**src/rtl/nsa_pkg.sv**
```systemverilog
// Shared types for the nibble-serial adder/subtractor.
// Assumes: nothing beyond IEEE 1800-2017.
package nsa_pkg;
    // Run state of the step sequencer.
    typedef enum logic {
        NSA_IDLE = 1'b0,
        NSA_RUN  = 1'b1
    } nsa_state_e;
endpackage

```
**src/rtl/nsa_nibble_alu.sv**
```systemverilog
// One narrow adder, shared by all steps of a wide add or subtract.
// For subtraction it inverts operand b; the caller supplies the carry-in.
// Assumes: purely combinational, no state.
module nsa_nibble_alu #(
    parameter int NIB_W = 4
) (
    input  logic [NIB_W-1:0] a_i,
    input  logic [NIB_W-1:0] b_i,
    input  logic             inv_b_i,
    input  logic             cin_i,
    output logic [NIB_W-1:0] sum_o,
    output logic             cout_o
);
    logic [NIB_W-1:0] b_eff;
    logic [NIB_W:0]   wide;

    // Select plain or inverted b and form the narrow sum with carry out.
    always_comb begin
        b_eff  = inv_b_i ? ~b_i : b_i;
        wide   = {1'b0, a_i} + {1'b0, b_eff} + {{NIB_W{1'b0}}, cin_i};
        sum_o  = wide[NIB_W-1:0];
        cout_o = wide[NIB_W];
    end
endmodule

```
**src/rtl/nsa_step_ctrl.sv**
```systemverilog
// Step sequencer: takes a start pulse when idle, counts STEPS steps,
// and raises done for one cycle after the last step.
// Assumes: start pulses during a run are ignored.
module nsa_step_ctrl
    import nsa_pkg::*;
#(
    parameter int STEPS = 4,
    localparam int SW = (STEPS > 1) ? $clog2(STEPS) : 1
) (
    input  logic          clk,
    input  logic          rst_n,
    input  logic          start_i,
    output logic          load_o,
    output logic          busy_o,
    output logic          first_o,
    output logic          last_o,
    output logic [SW-1:0] step_o,
    output logic          done_o
);
    nsa_state_e    state_q;
    logic [SW-1:0] step_q;
    logic          done_q;

    // Decode load and the first/last step markers.
    always_comb begin
        busy_o  = (state_q == NSA_RUN);
        load_o  = start_i && !busy_o;
        first_o = (step_q == '0);
        last_o  = (step_q == SW'(STEPS - 1));
        step_o  = step_q;
        done_o  = done_q;
    end

    // Advance the step counter and the run state.
    always_ff @(posedge clk) begin
        if (!rst_n) begin
            state_q <= NSA_IDLE;
            step_q  <= '0;
            done_q  <= 1'b0;
        end else begin
            done_q <= busy_o && last_o;
            if (load_o) begin
                state_q <= NSA_RUN;
                step_q  <= '0;
            end else if (busy_o) begin
                if (last_o) begin
                    state_q <= NSA_IDLE;
                    step_q  <= '0;
                end else begin
                    step_q <= step_q + 1'b1;
                end
            end
        end
    end

    p_done_after_last_r2: assert property (@(posedge clk) disable iff (!rst_n)
        busy_o && last_o |=> done_o && !busy_o);
    p_run_continues_r7: assert property (@(posedge clk) disable iff (!rst_n)
        busy_o && !last_o |=> busy_o && (step_o == $past(step_o) + 1'b1));
    p_done_single_r9: assert property (@(posedge clk) disable iff (!rst_n)
        done_o |=> !done_o);
endmodule

```
**src/rtl/nsa_flag_unit.sv**
```systemverilog
// Holds the half-carry (H) and carry (C) flags. Even-numbered steps
// write H and odd-numbered steps write C. It also supplies each step's
// carry-in: the flag written by the previous step, or, on the first step,
// the prior C (carry-in enabled) or nothing. Flags hold inverted carries
// during subtraction, so they read as borrows.
// Assumes: sub and cin_en stay constant for a whole run.
module nsa_flag_unit (
    input  logic clk,
    input  logic rst_n,
    input  logic busy_i,
    input  logic first_i,
    input  logic step_odd_i,
    input  logic sub_i,
    input  logic cin_en_i,
    input  logic cout_i,
    output logic cin_o,
    output logic hflag_o,
    output logic cflag_o
);
    logic h_q, c_q;
    logic prev_flag;

    // Pick the flag that feeds this step, then convert it to the adder's carry.
    always_comb begin
        if (first_i) prev_flag = cin_en_i ? c_q : 1'b0;
        else         prev_flag = step_odd_i ? h_q : c_q;
        cin_o   = prev_flag ^ sub_i;
        hflag_o = h_q;
        cflag_o = c_q;
    end

    // Store this step's carry (or borrow) in H or C, alternating by step.
    always_ff @(posedge clk) begin
        if (!rst_n) begin
            h_q <= 1'b0;
            c_q <= 1'b0;
        end else if (busy_i) begin
            if (step_odd_i) c_q <= cout_i ^ sub_i;
            else            h_q <= cout_i ^ sub_i;
        end
    end

    p_c_only_odd_r10: assert property (@(posedge clk) disable iff (!rst_n)
        !(busy_i && step_odd_i) |=> $stable(c_q));
    p_h_only_even_r10: assert property (@(posedge clk) disable iff (!rst_n)
        !(busy_i && !step_odd_i) |=> $stable(h_q));
endmodule

```
**src/rtl/nibble_serial_addsub.sv**
```systemverilog
// Top: a multi-cycle wide add/subtract built on one narrow adder. Operands
// are latched on an accepted start and shifted down one nibble per step.
// Each nibble sum is shifted into the result from the top.
// Assumes: STEPS is even, so the final carry lands in the C flag.
module nibble_serial_addsub #(
    parameter int NIB_W = 4,
    parameter int STEPS = 4,
    localparam int WORD_W = NIB_W * STEPS,
    localparam int SW = (STEPS > 1) ? $clog2(STEPS) : 1
) (
    input  logic              clk,
    input  logic              rst_n,
    input  logic              start_i,
    input  logic [WORD_W-1:0] opa_i,
    input  logic [WORD_W-1:0] opb_i,
    input  logic              sub_i,
    input  logic              cin_en_i,
    output logic [WORD_W-1:0] result_o,
    output logic              hflag_o,
    output logic              cflag_o,
    output logic              done_o
);
    logic              load, busy, first, last;
    logic [SW-1:0]     step;
    logic [WORD_W-1:0] a_sh, b_sh, res_q;
    logic              sub_q, cen_q;
    logic [NIB_W-1:0]  nib_sum;
    logic              nib_cout, nib_cin;

    nsa_step_ctrl #(.STEPS(STEPS)) u_ctrl (
        .clk(clk), .rst_n(rst_n), .start_i(start_i),
        .load_o(load), .busy_o(busy), .first_o(first), .last_o(last),
        .step_o(step), .done_o(done_o)
    );

    nsa_nibble_alu #(.NIB_W(NIB_W)) u_alu (
        .a_i(a_sh[NIB_W-1:0]), .b_i(b_sh[NIB_W-1:0]), .inv_b_i(sub_q),
        .cin_i(nib_cin), .sum_o(nib_sum), .cout_o(nib_cout)
    );

    nsa_flag_unit u_flags (
        .clk(clk), .rst_n(rst_n), .busy_i(busy), .first_i(first),
        .step_odd_i(step[0]), .sub_i(sub_q), .cin_en_i(cen_q),
        .cout_i(nib_cout), .cin_o(nib_cin),
        .hflag_o(hflag_o), .cflag_o(cflag_o)
    );

    // Latch operands on load; shift operands and fill the result on each step.
    always_ff @(posedge clk) begin
        if (!rst_n) begin
            a_sh  <= '0;
            b_sh  <= '0;
            res_q <= '0;
            sub_q <= 1'b0;
            cen_q <= 1'b0;
        end else if (load) begin
            a_sh  <= opa_i;
            b_sh  <= opb_i;
            sub_q <= sub_i;
            cen_q <= cin_en_i;
        end else if (busy) begin
            a_sh  <= a_sh >> NIB_W;
            b_sh  <= b_sh >> NIB_W;
            res_q <= {nib_sum, res_q[WORD_W-1:NIB_W]};
        end
    end

    // Drive the result port.
    always_comb result_o = res_q;

    p_idle_hold_r8: assert property (@(posedge clk) disable iff (!rst_n)
        !busy && !start_i |=> $stable(result_o) && $stable(hflag_o) && $stable(cflag_o));
    p_busy_start_ignored_r7: assert property (@(posedge clk) disable iff (!rst_n)
        busy && !last && start_i |=> busy && !done_o);
endmodule

```
**config.mk**
```make
export PLATFORM = sky130hd
export DESIGN_NAME = nibble_serial_addsub
export DESIGN_NICKNAME = d
export VERILOG_FILES = /design/src/rtl/nsa_pkg.sv /design/src/rtl/nsa_nibble_alu.sv /design/src/rtl/nsa_step_ctrl.sv /design/src/rtl/nsa_flag_unit.sv /design/src/rtl/nibble_serial_addsub.sv
export SDC_FILE = /design/constraint.sdc
export NUM_CORES = 1
export LEC_CHECK = 0
export ABC_AREA = 1
export BUFFER_PORTS_ARGS = -buffer_cell sky130_fd_sc_hd__buf_4
export CORE_UTILIZATION = 50
export DETAILED_ROUTE_END_ITERATION = 7
export PLACE_DENSITY_LB_ADDON = 0.25
export SYNTH_ARGS = -nofsm -noshare
export SYNTH_HDL_FRONTEND = slang
export SYNTH_SLANG_ARGS = --single-unit
```
**constraint.sdc**
```tcl
create_clock -name clk -period 2.6 [get_ports clk]
set_clock_uncertainty 0.1 [all_clocks]
set_input_delay 0.78 -clock clk [delete_from_list [all_inputs] [get_ports clk]]
set_output_delay 0.78 -clock clk [all_outputs]
set_load 0.05 [all_outputs]
```
* Yosys cells after proc, flatten, opt, wreduce, memory -nomap -nowiden
Index checks and enable logic that the tools add are counted.
** Storage, ports and cells
- Input bits :: 37
- Register bits after elaboration :: 56
- Output and inout bits :: 19
- Word-level logic and storage cells :: 41
** Operators by class
- Equality and inequality tests :: 1
- Reductions and logical operators :: 9
- Bitwise operators :: 6
- $add $sub $neg :: 3
- Multiplexer cells :: 12
** Operator list (count)
- two-way mux 16 bit :: 4
- two-way mux 1 bit :: 6
- AND reduction 2 bit :: 3
- adder 4 x 4 -> 5 bit :: 1
- adder 5 x 1 -> 5 bit :: 1
- two-way mux 4 bit :: 1
- NOT 4 bit :: 1
- NOT 1 bit :: 3
- adder 2 x 1 -> 2 bit, second input constant :: 1
- == test 2 bit, second input constant :: 1
- logical AND 1 bit :: 2
- zero test 2 bit :: 1
- two-way mux 2 bit :: 1
- nonzero test 2 bit :: 1
- OR reduction 2 bit :: 1
- bitwise XOR 1 bit :: 2
- zero test 1 bit :: 1

* Depth between registers and ports, before layout
Gate-level depths: netlist of run 1.
- Word-level depth :: 5
- Gate-level depth with buffers :: 15
- Depth with buffers taken out :: 15

* Cells and area by module
Synthesis of run 1 repeated with hierarchy kept, for this count alone.
** Unflattened totals
- Cell total of the unflattened synthesis :: 376
- Area, all modules :: 2667.6 µm²
** Modules (own cells, without submodules)
- nibble_serial_addsub :: cells each 296, area each 2128.3 µm², sequential area each 1001.0 µm², times used 1
- nsa_step_ctrl :: cells each 27, area each 200.2 µm², sequential area each 80.1 µm², times used 1
- nsa_nibble_alu :: cells each 28, area each 198.9 µm², sequential area each 0.0 µm², times used 1
- nsa_flag_unit :: cells each 25, area each 140.1 µm², sequential area each 40.0 µm², times used 1

* Worst setup path after synthesis of run 1
No wires, ideal clock.
- Kind :: register -> register
- From :: reg u_flags.c_q (netlist: u_flags.cflag_o)
- To :: reg u_flags.c_q (netlist: u_flags.cflag_o)
- Cell stages (with the launch flop) :: 15
- Setup time :: 0.109 ns
- Data arrival time :: 2.045 ns
- Data required time :: 2.391 ns
- Slack :: 0.346 ns
- Cells stage by stage :: dfxtp_1 inv_1 nand2_1 nand3_1 xor2_1 fa_1 inv_1 fa_1 nand2_1 nand2_1 nand2_1 nand2_1 nand3_1 nand2_1 inv_1
** On the way
- Word-level cells in the longest chain between the ends :: 5
** Ends and longest elaborated chain
- start, declared :: RTL line nsa_flag_unit.sv:20 : logic h_q, c_q;
- start signal, assigned :: RTL line nsa_flag_unit.sv:38 : if (step_odd_i) c_q <= cout_i ^ sub_i;
- two-way mux 1 bit (on tied branches) :: RTL line nsa_flag_unit.sv:26, nsa_flag_unit.sv:25
- two-way mux 1 bit (*) :: RTL line nsa_flag_unit.sv:25 : if (first_i) prev_flag = cin_en_i ? c_q : 1'b0;
- bitwise XOR 1 bit (*) :: RTL line nsa_flag_unit.sv:27 : cin_o = prev_flag ^ sub_i;
- adder 5 x 1 -> 5 bit (*) :: RTL line nsa_nibble_alu.sv:20 : wide = {1'b0, a_i} + {1'b0, b_eff} + {{NIB_W{1'b0}}, cin_i};
- bitwise XOR 1 bit (*) :: RTL line nsa_flag_unit.sv:38
Mark *: on every way between the ends. The rest lies on a longest branch, timed or not.
A chain may end at the register's enable or synchronous reset.

* Final worst setup path of run 1
- From :: reg u_ctrl.step_q[0] (netlist: u_ctrl.step_o[0])
- To :: reg u_flags.h_q (netlist: u_flags.hflag_o)
** On the way
- Word-level cells in the longest chain between the ends :: 5
** Ends and longest elaborated chain
- start, declared :: RTL line nsa_step_ctrl.sv:21 : logic [SW-1:0] step_q;
- start signal, assigned :: RTL line nsa_step_ctrl.sv:50 : step_q <= step_q + 1'b1;
- two-way mux 1 bit or zero test 2 bit (tied branches) :: RTL line nsa_flag_unit.sv:26, nsa_step_ctrl.sv:28
- two-way mux 1 bit :: RTL line nsa_flag_unit.sv:25
- bitwise XOR 1 bit :: RTL line nsa_flag_unit.sv:27
- adder 5 x 1 -> 5 bit :: RTL line nsa_nibble_alu.sv:20
- bitwise XOR 1 bit :: RTL line nsa_flag_unit.sv:39 : else h_q <= cout_i ^ sub_i;
- end signal, assigned :: RTL line nsa_flag_unit.sv:39
- end, declared :: RTL line nsa_flag_unit.sv:20
Several ways; a longest one is shown, not always the timed one.

==> impl_metrics.yaml, run 1 <==
detailed_routing:
  firstDrtPassIters: 4
  antenna_left: 0
  drc: 0
  wl_um: 5410
  viasPerCell: 4.73
  wl_per_cell_um: 11.2
  vias: 2281
  drtIter0Drc: 122
global_route:
  grt_start_max_net_pins: 35
  overflow: 0
  grtUsageMet3: 0.0590
  use_met2: 0.397
  antenna_found_initial: 0
  grtUsageTotal: 0.229
  grt_pass1_wl_um: 9580
  grt_pass1_vias: 2196
  use_met1: 0.280
  top_usage_layer: "met2"
logic_synthesis:
  synth_compound_area_frac: 0.0890
  synthAdderAreaFrac: 0.0401
  synth_simple_gate_area_frac: 0.293
  ys_async_sr_fraction: 0
  ys_top_cells_by_count: "nand2_1, dfxtp_1, inv_1"
  ys_types: 21
  avgSynthCellArea_um2: 6.99
  synth.area.top_cells: "dfxtp_1, nand2_1, inv_1"
  synth_edf_count: 0
  synth_seq_cells: 56
  synth_top_area_cell: "dfxtp_1"
  yosysSeqAreaShare: 0.438
  synth_top_family_by_area: "simple AND/OR/NAND/NOR gates"
  synth_area_mm2: 0.00256
  synth_xor_area_frac: 0.0205
  yosysWarnings: 0
  synth_mux_area_frac: 0
  synthCells: 366
  syn-num-nets: 410
  post-synth-top-count-cell: "nand2_1"
  synthDominantCellAreaShare: 0.438
  synth_ff_type: "dfxtp_1"
critical_path:
  worst-path-stages: 14
  slowest_delay_ns: 0.40
  path_delay_family: "adder cells"
  crit_chain: "inv_1 -> ha_1 -> nand3b_1 -> nand3_1 -> xor2_1 -> fa_1 -> inv_1 -> fa_1 -> nand2_1 -> nand2_1 -> nand3_1 -> nand3_1 -> nand2_1 -> inv_1"
  rr_worst_depth: 14
  critPathKind: "reg2reg"
  rrSetupSlack_ns: 0.26
  endpoint_kind: "register"
  worstPathMaxFanout: 5
  cp.required_ns: 2.72
  worstSetupStartpointType: "register"
  cp.buffers_inverters: 3
  critPathArrivalTime_ns: 2.45
  slowest_stage: "fa_1"
worst_hold_path:
  holdPathStages: 2
  min_path_type: "reg2reg"
run:
  cap_violations: 0
sta:
  period_minus_slack_ns: 2.34
  slew_viol_final: 0
  worst_slew_pin_slew_ns: 0.683
  setup_viol: 0
  relSlewSlack: 0.544
  finalCritPeriodShare: 0.898
  hold-worst-slack_ns: 0.370
  hold_viol: 0
  rsz0062_at_grt: "false"
  tns_ns: 0
  fmax_mhz: 428
pwr:
  pwr_density_cell_mw_per_mm2: 612
  ir_worst_vdd_mv: 0.548
  power_leakage_nw: 1.62
finish:
  fin_nets: 458
  syn2layout_area_growth_pct: 20.4
  n_antenna_cell: 0
  layout-drive-gt1-share: 0.169
place:
  dp_hpwl_um: 3830
  place.gp.congestion: 0.861
  io_buffers: 55
clock_network:
  cts_tree: "done"
  postCtsHoldBufs: 0
  cts_buffer_depth: 2
  htreeDepth: 2
  numCtsBuffers: 5
  clock-sinks: 56
  clock_latency_ns: 0.31
  ctsResizeCount: 0
  cts-root-buf: "clkbuf_8"
  path_clk_slew_ns: 0.09
  post_cts_buffers: 0
die:
  die_area_mm2: 0.00541
  io_pins: 56
  std_cell_rows: 25
  die_w_um: 73.5
  die_h_um: 73.5
  initial_core_util: 0.531
  core_area_mm2: 0.00482
status:
  status: "completed"
[through the flow]
stage	worst slack [ns]	cell area, um2	util	instances	power [mW]
global placement	0.279	2970	0.617	474	1.34
detailed placement	0.226	2970	0.617	474	1.35
floorplan	0.346	2560	-	366	1.23
CTS	0.218	3080	0.639	482	1.90
global route	0.0113	3080	0.640	482	1.99
finish	0.265	3080	0.640	482	1.89
[cell families after synthesis]
| group | after synthesis |
|---|---|
| xor+xnor | 6 |
| compound gates | 42 |
| fa+ha+maj | 7 |
| simple gates | 186 |
| buf+inv | 69 |
| flops | 56 |
[metal layers]
layer / share of wire / vias up
met1: 0.48 / 1020
met5: 0 / -
li1: - / 1211
met3: 0.043 / 10
met2: 0.46 / 40
met4: 0.016 / 0
[final timing paths]
kind	from	end
max	u_ctrl.step_o[0]$_SDFFE_PP0P_	u_flags.hflag_o$_SDFFE_PN0P_
min	a_sh[12]$_SDFFE_PN0P_	a_sh[12]$_SDFFE_PN0P_
max reg2reg	u_ctrl.step_o[0]$_SDFFE_PP0P_	u_flags.hflag_o$_SDFFE_PN0P_
min reg2reg	a_sh[12]$_SDFFE_PN0P_	a_sh[12]$_SDFFE_PN0P_
[power by group]
| part | switching, mW | total [mW] | internal, mW |
|---|---|---|---|
| logic | 0.235 | 0.375 | 0.140 |
| clock network | 0.272 | 0.558 | 0.286 |
| registers | 0.0398 | 0.953 | 0.913 |
[cells in the final DEF, fill, tap and decap left out]
master     count
a21oi_1       14
clkbuf_1       1
xor2_1         5
nor2_1        39
clkbuf_8       5
bufinv_16      1
nand3_1       23
o21ai_0       21
nor2_4         2
xnor2_1        1
nor3_1         1
dfxtp_1       55
inv_2          1
nand3b_1       1
o211ai_1       7
ha_1           5
clkinv_2       1
fa_1           2
nand2_1      119
dfxtp_2        1
buf_4         59
inv_1         50
nor3b_1        1
[tightest hold or removal path, cell delays in order, from the launching register on]
cell     delay (ns)
dfxtp_1        0.32
nand2_1        0.06
a21oi_1        0.05
[registers in the layout, summed over array words and instances (netlist names)]
name,flops
a_sh,16
b_sh,16
result_o,16
u_ctrl.step_o,2
cen_q,1
sub_q,1
u_ctrl.busy_o,1
u_ctrl.done_o,1
u_flags.cflag_o,1
u_flags.hflag_o,1
[cell type report]
type	instances	area, um2
Tap cell	67	83.8
Sequential cell	56	1120
Clock buffer	6	72.6
Clock inverter	2	35.0
Multi-Input combinational cell	241	1130
Inverter	51	191
Timing Repair Buffer	59	443
Fill cell	462	1740
Power figures use the tool's default switching activity.
==> run 2, diff against run 1 <==
--- a/config.mk
+++ b/config.mk
@@ -8,8 +8,10 @@
 export ABC_AREA = 1
 export BUFFER_PORTS_ARGS = -buffer_cell sky130_fd_sc_hd__buf_4
 export CORE_UTILIZATION = 50
+export CTS_CLUSTER_SIZE = 16
 export DETAILED_ROUTE_END_ITERATION = 7
 export PLACE_DENSITY_LB_ADDON = 0.25
+export RECOVER_POWER = 50
 export SYNTH_ARGS = -nofsm -noshare
 export SYNTH_HDL_FRONTEND = slang
 export SYNTH_SLANG_ARGS = --single-unit
==> constraint.sdc (replaced) <==
create_clock -name clk -period 2.5 [get_ports clk]
set_clock_uncertainty 0.1 [all_clocks]
set_input_delay 0.75 -clock clk [delete_from_list [all_inputs] [get_ports clk]]
set_output_delay 0.75 -clock clk [all_outputs]
set_load 0.05 [all_outputs]
==> run 2 against run 1 <==
  * Sequential share of layout area is essentially flat
  * Utilization shrank 0.078 points
  * Fmax up 1.0%
  * Non-clock buffer count up 2
==> impl_metrics.yaml, run 2 (synthesis gave the netlist of run 1 again) <==
status:
  status: "completed"
sta:
  relSlewSlack: 0.397
  hold_viol: 0
  hold-worst-slack_ns: 0.371
  finalCritPeriodShare: 0.924
  tns_ns: 0
  period_minus_slack_ns: 2.31
  slew_viol_final: 0
  setup_viol: 0
  final.setup.worst_slack_ns: 0.189
  worst_slew_pin_slew_ns: 0.904
  fmax_mhz: 433
clock_network:
  path_clk_slew_ns: 0.10
  cts_tree: "done"
  cts_buffer_depth: 2
  numCtsBuffers: 5
  htreeDepth: 2
  clock-sinks: 56
  cts-root-buf: "clkbuf_8"
  clock_latency_ns: 0.32
detailed_routing:
  vias: 2314
  antenna_left: 0
  met1_length_um: 2690
  wl_met3_um: 203
  viasPerCell: 4.78
  drc: 0
  top_layer: "met4"
  firstDrtPassIters: 4
  wl_met2_um: 2640
  wl_per_cell_um: 11.6
  wl_um: 5620
  drtIter0Drc: 116
critical_path:
  crit_top_cell: "nand2_1"
  slowest_delay_ns: 0.37
  critPathArrivalTime_ns: 2.43
  timing.rr.start: "u_ctrl.step_o[0]$_SDFFE_PP0P_"
  critPathKind: "reg2reg"
  path_delay_family: "adder cells"
  cp.required_ns: 2.62
  cp.buffers_inverters: 3
  slowest_stage: "dfxtp_2"
  startpoint: "u_ctrl.step_o[0]$_SDFFE_PP0P_"
  crit_chain: "inv_1 -> ha_1 -> nand3b_1 -> nand3_1 -> xor2_1 -> fa_1 -> inv_1 -> fa_2 -> nand2_1 -> nand2_1 -> nand2_1 -> nand2_1 -> nand3_1 -> nand2_1 -> inv_1"
  worstPathMaxFanout: 5
  endpoint_kind: "register"
  worstSetupStartpointType: "register"
die:
  io_pins: 56
  die_area_mm2: 0.00541
  die_h_um: 73.5
  core_area_mm2: 0.00482
  std_cell_rows: 25
  initial_core_util: 0.531
  die_w_um: 73.5
finish:
  final_cell_mix: "nand2_1, buf_4, dfxtp_1, inv_1, nor2_1"
  fin_nets: 460
  layout-drive-gt1-share: 0.170
  layout_commonest_cell: "nand2_1"
  nFillCells: 479
  final_area_mm2: 0.00308
  syn2layout_area_growth_pct: 20.3
  n_antenna_cell: 0
global_route:
  overflow: 0
  grt_start_max_net_pins: 24
  grt_pass1_vias: 2107
  antenna_found_initial: 0
  grtUsageTotal: 0.227
  grt_pass1_wl_um: 9350
pwr:
  power_leakage_nw: 1.61
  ir_worst_vdd_mv: 0.489
  pwr_density_cell_mw_per_mm2: 618
run:
  cap_violations: 0
place:
  dp_hpwl_um: 3890
  placed_cell_area_mm2: 0.00299
  place.gp.congestion: 0.847
  dpl_worst_slack_ns: 0.120
  io_buffers: 55
worst_hold_path:
  min_path_type: "reg2reg"
  min_from: "b_sh[15]$_SDFFE_PN0P_"
run 2: metal layers:
layer | vias up | track usage
li1 | 1213 | -
met1 | 1052 | 0.289
met2 | 41 | 0.374
met3 | 8 | 0.0521
met4 | 0 | 0.0812
met5 | - | 0
run 2: through the flow:
| stage | util | power [mW] | cells |
|---|---|---|---|
| 2_1_floorplan | - | 1.28 | 366 |
| 3_3_place_gp | 0.620 | 1.40 | 476 |
| 3_5_place_dp | 0.620 | 1.40 | 476 |
| 4_1_cts | 0.640 | 1.91 | 484 |
| 5_1_grt | 0.639 | 2.01 | 484 |
| 6_report | 0.639 | 1.90 | 484 |
run 2: path summary, 6_finish.rpt:
path                             endpoint  slack, ns  cells after the start
max          u_flags.hflag_o$_SDFFE_PN0P_       0.19                     15
min                 b_sh[15]$_SDFFE_PN0P_       0.37                      2
max reg2reg  u_flags.hflag_o$_SDFFE_PN0P_       0.19                     15
min reg2reg         b_sh[15]$_SDFFE_PN0P_       0.37                      2
run 2: what timing repair did:
item	in CTS	in global routing
buffers inserted	0	0
hold buffers	0	0
setup endpoints to repair	0	2
resized for setup	0	2
run 2: layout make-up:
| class | instances | area [um2] | area share |
|---|---|---|---|
| clock buffer | 7 | 86.3 | 0.0280 |
| inverter | 51 | 191 | 0.0622 |
| multi-input combinational | 241 | 1140 | 0.369 |
| sequential | 56 | 1120 | 0.365 |
| tap | 67 | 83.8 | 0.0272 |
| clock inverter | 1 | 7.51 | 0.00244 |
| timing repair buffer | 61 | 450 | 0.146 |
run 2: worst min-delay path, stage by stage (launching register included):
cell     delay [ns]
dfxtp_1        0.32
nand2_1        0.06
a21oi_1        0.05
run 2: power by group:
| part | internal, mW | leakage (nW) | switching [mW] |
|---|---|---|---|
| Combinational | 0.147 | 1.11 | 0.252 |
| Sequential | 0.949 | 0.461 | 0.0371 |
| Clock | 0.226 | 0.0445 | 0.292 |
==> run 3, diff against run 2 <==
==> constraint.sdc (replaced) <==
create_clock -name clk -period 2.5 [get_ports clk]
set_clock_uncertainty 0.1 [all_clocks]
set_input_delay 0.75 -clock clk [delete_from_list [all_inputs] [get_ports clk]]
set_output_delay 0.75 -clock clk [all_outputs]
set_load 0.02 [all_outputs]
==> run 3 against run 2 <==
  * Worst hold slack unchanged
  * Clock power about the same
  * Global-route usage unchanged
  * Cell count unchanged
  * First-iteration DRC count unchanged
  * Power decreased by 2.9%
  * Die area unchanged
  * Sequential cell count unchanged
  * Wire length unchanged
  * Combinational power decreased by 14%
  * Critical path type unchanged
  * Largest power group unchanged
==> impl_metrics.yaml, run 3 (synthesis gave the netlist of run 1 again) <==
die:
  core_area_mm2: 0.00482
  die_h_um: 73.5
  die_w_um: 73.5
  initial_core_util: 0.531
  io_pins: 56
  die_area_mm2: 0.00541
  std_cell_rows: 25
finish:
  nFillCells: 480
  syn2layout_area_growth_pct: 19.9
  n_antenna_cell: 0
  layout.cells.non_filler: 484
  fin_nets: 460
  final_cell_mix: "nand2_1, buf_4, dfxtp_1, inv_1, nor2_1"
  layout-drive-gt1-share: 0.163
  final_area_mm2: 0.00307
  layout_commonest_cell: "nand2_1"
critical_path:
  worstSetupStartpointType: "register"
  critPathKind: "reg2reg"
  endpoint_kind: "register"
  cp.required_ns: 2.62
  critPathArrivalTime_ns: 2.44
  worstPathMaxFanout: 5
sta:
  worst_slew_pin_slew_ns: 0.904
  fmax_mhz: 431
  finalCritPeriodShare: 0.927
  setup_viol: 0
  hold-worst-slack_ns: 0.371
  hold_viol: 0
  period_minus_slack_ns: 2.32
  relSlewSlack: 0.397
  slew_viol_final: 0
detailed_routing:
  antenna_left: 0
  wl_per_cell_um: 11.6
  vias: 2314
  drc: 0
  drtIter0Drc: 116
  viasPerCell: 4.78
  firstDrtPassIters: 4
  wl_um: 5620
pwr:
  power_leakage_nw: 1.60
  ir_worst_vdd_mv: 0.476
  total_power_mw: 1.85
  pwr_density_cell_mw_per_mm2: 603
global_route:
  grt_pass1_vias: 2107
  overflow: 0
  antenna_found_initial: 0
  grtUsageTotal: 0.227
  grt_pass1_wl_um: 9350
  grt_start_max_net_pins: 24
clock_network:
  clock_latency_ns: 0.32
  cts-root-buf: "clkbuf_8"
  cts_buffer_depth: 2
  numCtsBuffers: 5
  htreeDepth: 2
  clock-sinks: 56
  postCtsHoldBufs: 0
  cts_tree: "done"
  path_clk_slew_ns: 0.10
status:
  status: "completed"
place:
  place.gp.congestion: 0.847
  io_buffers: 55
  dp_hpwl_um: 3890
  dp_cells: 476
  placed_cell_area_mm2: 0.00299
run:
  cap_violations: 0
worst_hold_path:
  min_path_type: "reg2reg"
-- run 3: changes by cell type in the layout (fill, tap and decap cells not counted) --
cell | previous run | this run
buf_4 | 59 | 56
clkbuf_1 | 3 | 6
-- run 3: where the power goes --
group	total, mW	leakage, nW	internal [mW]	switching [mW]
Combinational	0.344	1.09	0.144	0.200
Clock	0.518	0.0445	0.226	0.292
Sequential	0.986	0.461	0.949	0.0370
Total	1.85	1.60	1.32	0.529
-- run 3: repair_timing --
action,CTS,global route
setup endpoints to repair,0,2
setup buffers,0,0
resized for setup,0,2
-- run 3: final timing paths --
kind	from	end	slack (ns)	cells past startpoint
max	u_ctrl.step_o[0]$_SDFFE_PP0P_	u_flags.hflag_o$_SDFFE_PN0P_	0.18	15
min	b_sh[15]$_SDFFE_PN0P_	b_sh[15]$_SDFFE_PN0P_	0.37	2
max reg2reg	u_ctrl.step_o[0]$_SDFFE_PP0P_	u_flags.hflag_o$_SDFFE_PN0P_	0.18	15
min reg2reg	b_sh[15]$_SDFFE_PN0P_	b_sh[15]$_SDFFE_PN0P_	0.37	2
-- run 3: metal layers --
metal,track usage,up-vias,routed length [um]
met3,0.0521,8,206
li1,-,1213,-
met2,0.374,41,2640
met5,0,-,0
met1,0.289,1052,2680
met4,0.0812,0,82
-- run 3: layout make-up --
class	instances	area (um2)	share of cell area
clock buffer	7	86.3	0.0282
clock inverter	1	7.51	0.00245
inverter	51	191	0.0624
multi-input combinational	241	1140	0.370
sequential	56	1120	0.366
tap	67	83.8	0.0273
timing repair buffer	61	439	0.143
-- run 3: per-stage QoR --
stage / setup WS (ns) / setup TNS (ns) / utilization
3_5_place_dp: 0.120 / 0 / 0.620
5_1_grt: -0.00957 / -0.0169 / 0.637
3_3_place_gp: 0.197 / 0 / 0.620
6_report: 0.182 / 0 / 0.637
2_1_floorplan: 0.308 / 0 / -
4_1_cts: 0.110 / 0 / 0.640
-- run 3: critical path, stage by stage, from the launching register on --
cell and delay (ns):
dfxtp_2 0.37, inv_1 0.08, ha_1 0.19, nand3b_1 0.15, nand3_1 0.09, xor2_1 0.08
fa_1 0.37, inv_1 0.11, fa_2 0.22, nand2_1 0.06, nand2_1 0.09, nand2_1 0.05
nand2_1 0.08, nand3_1 0.08, nand2_1 0.06, inv_1 0.03
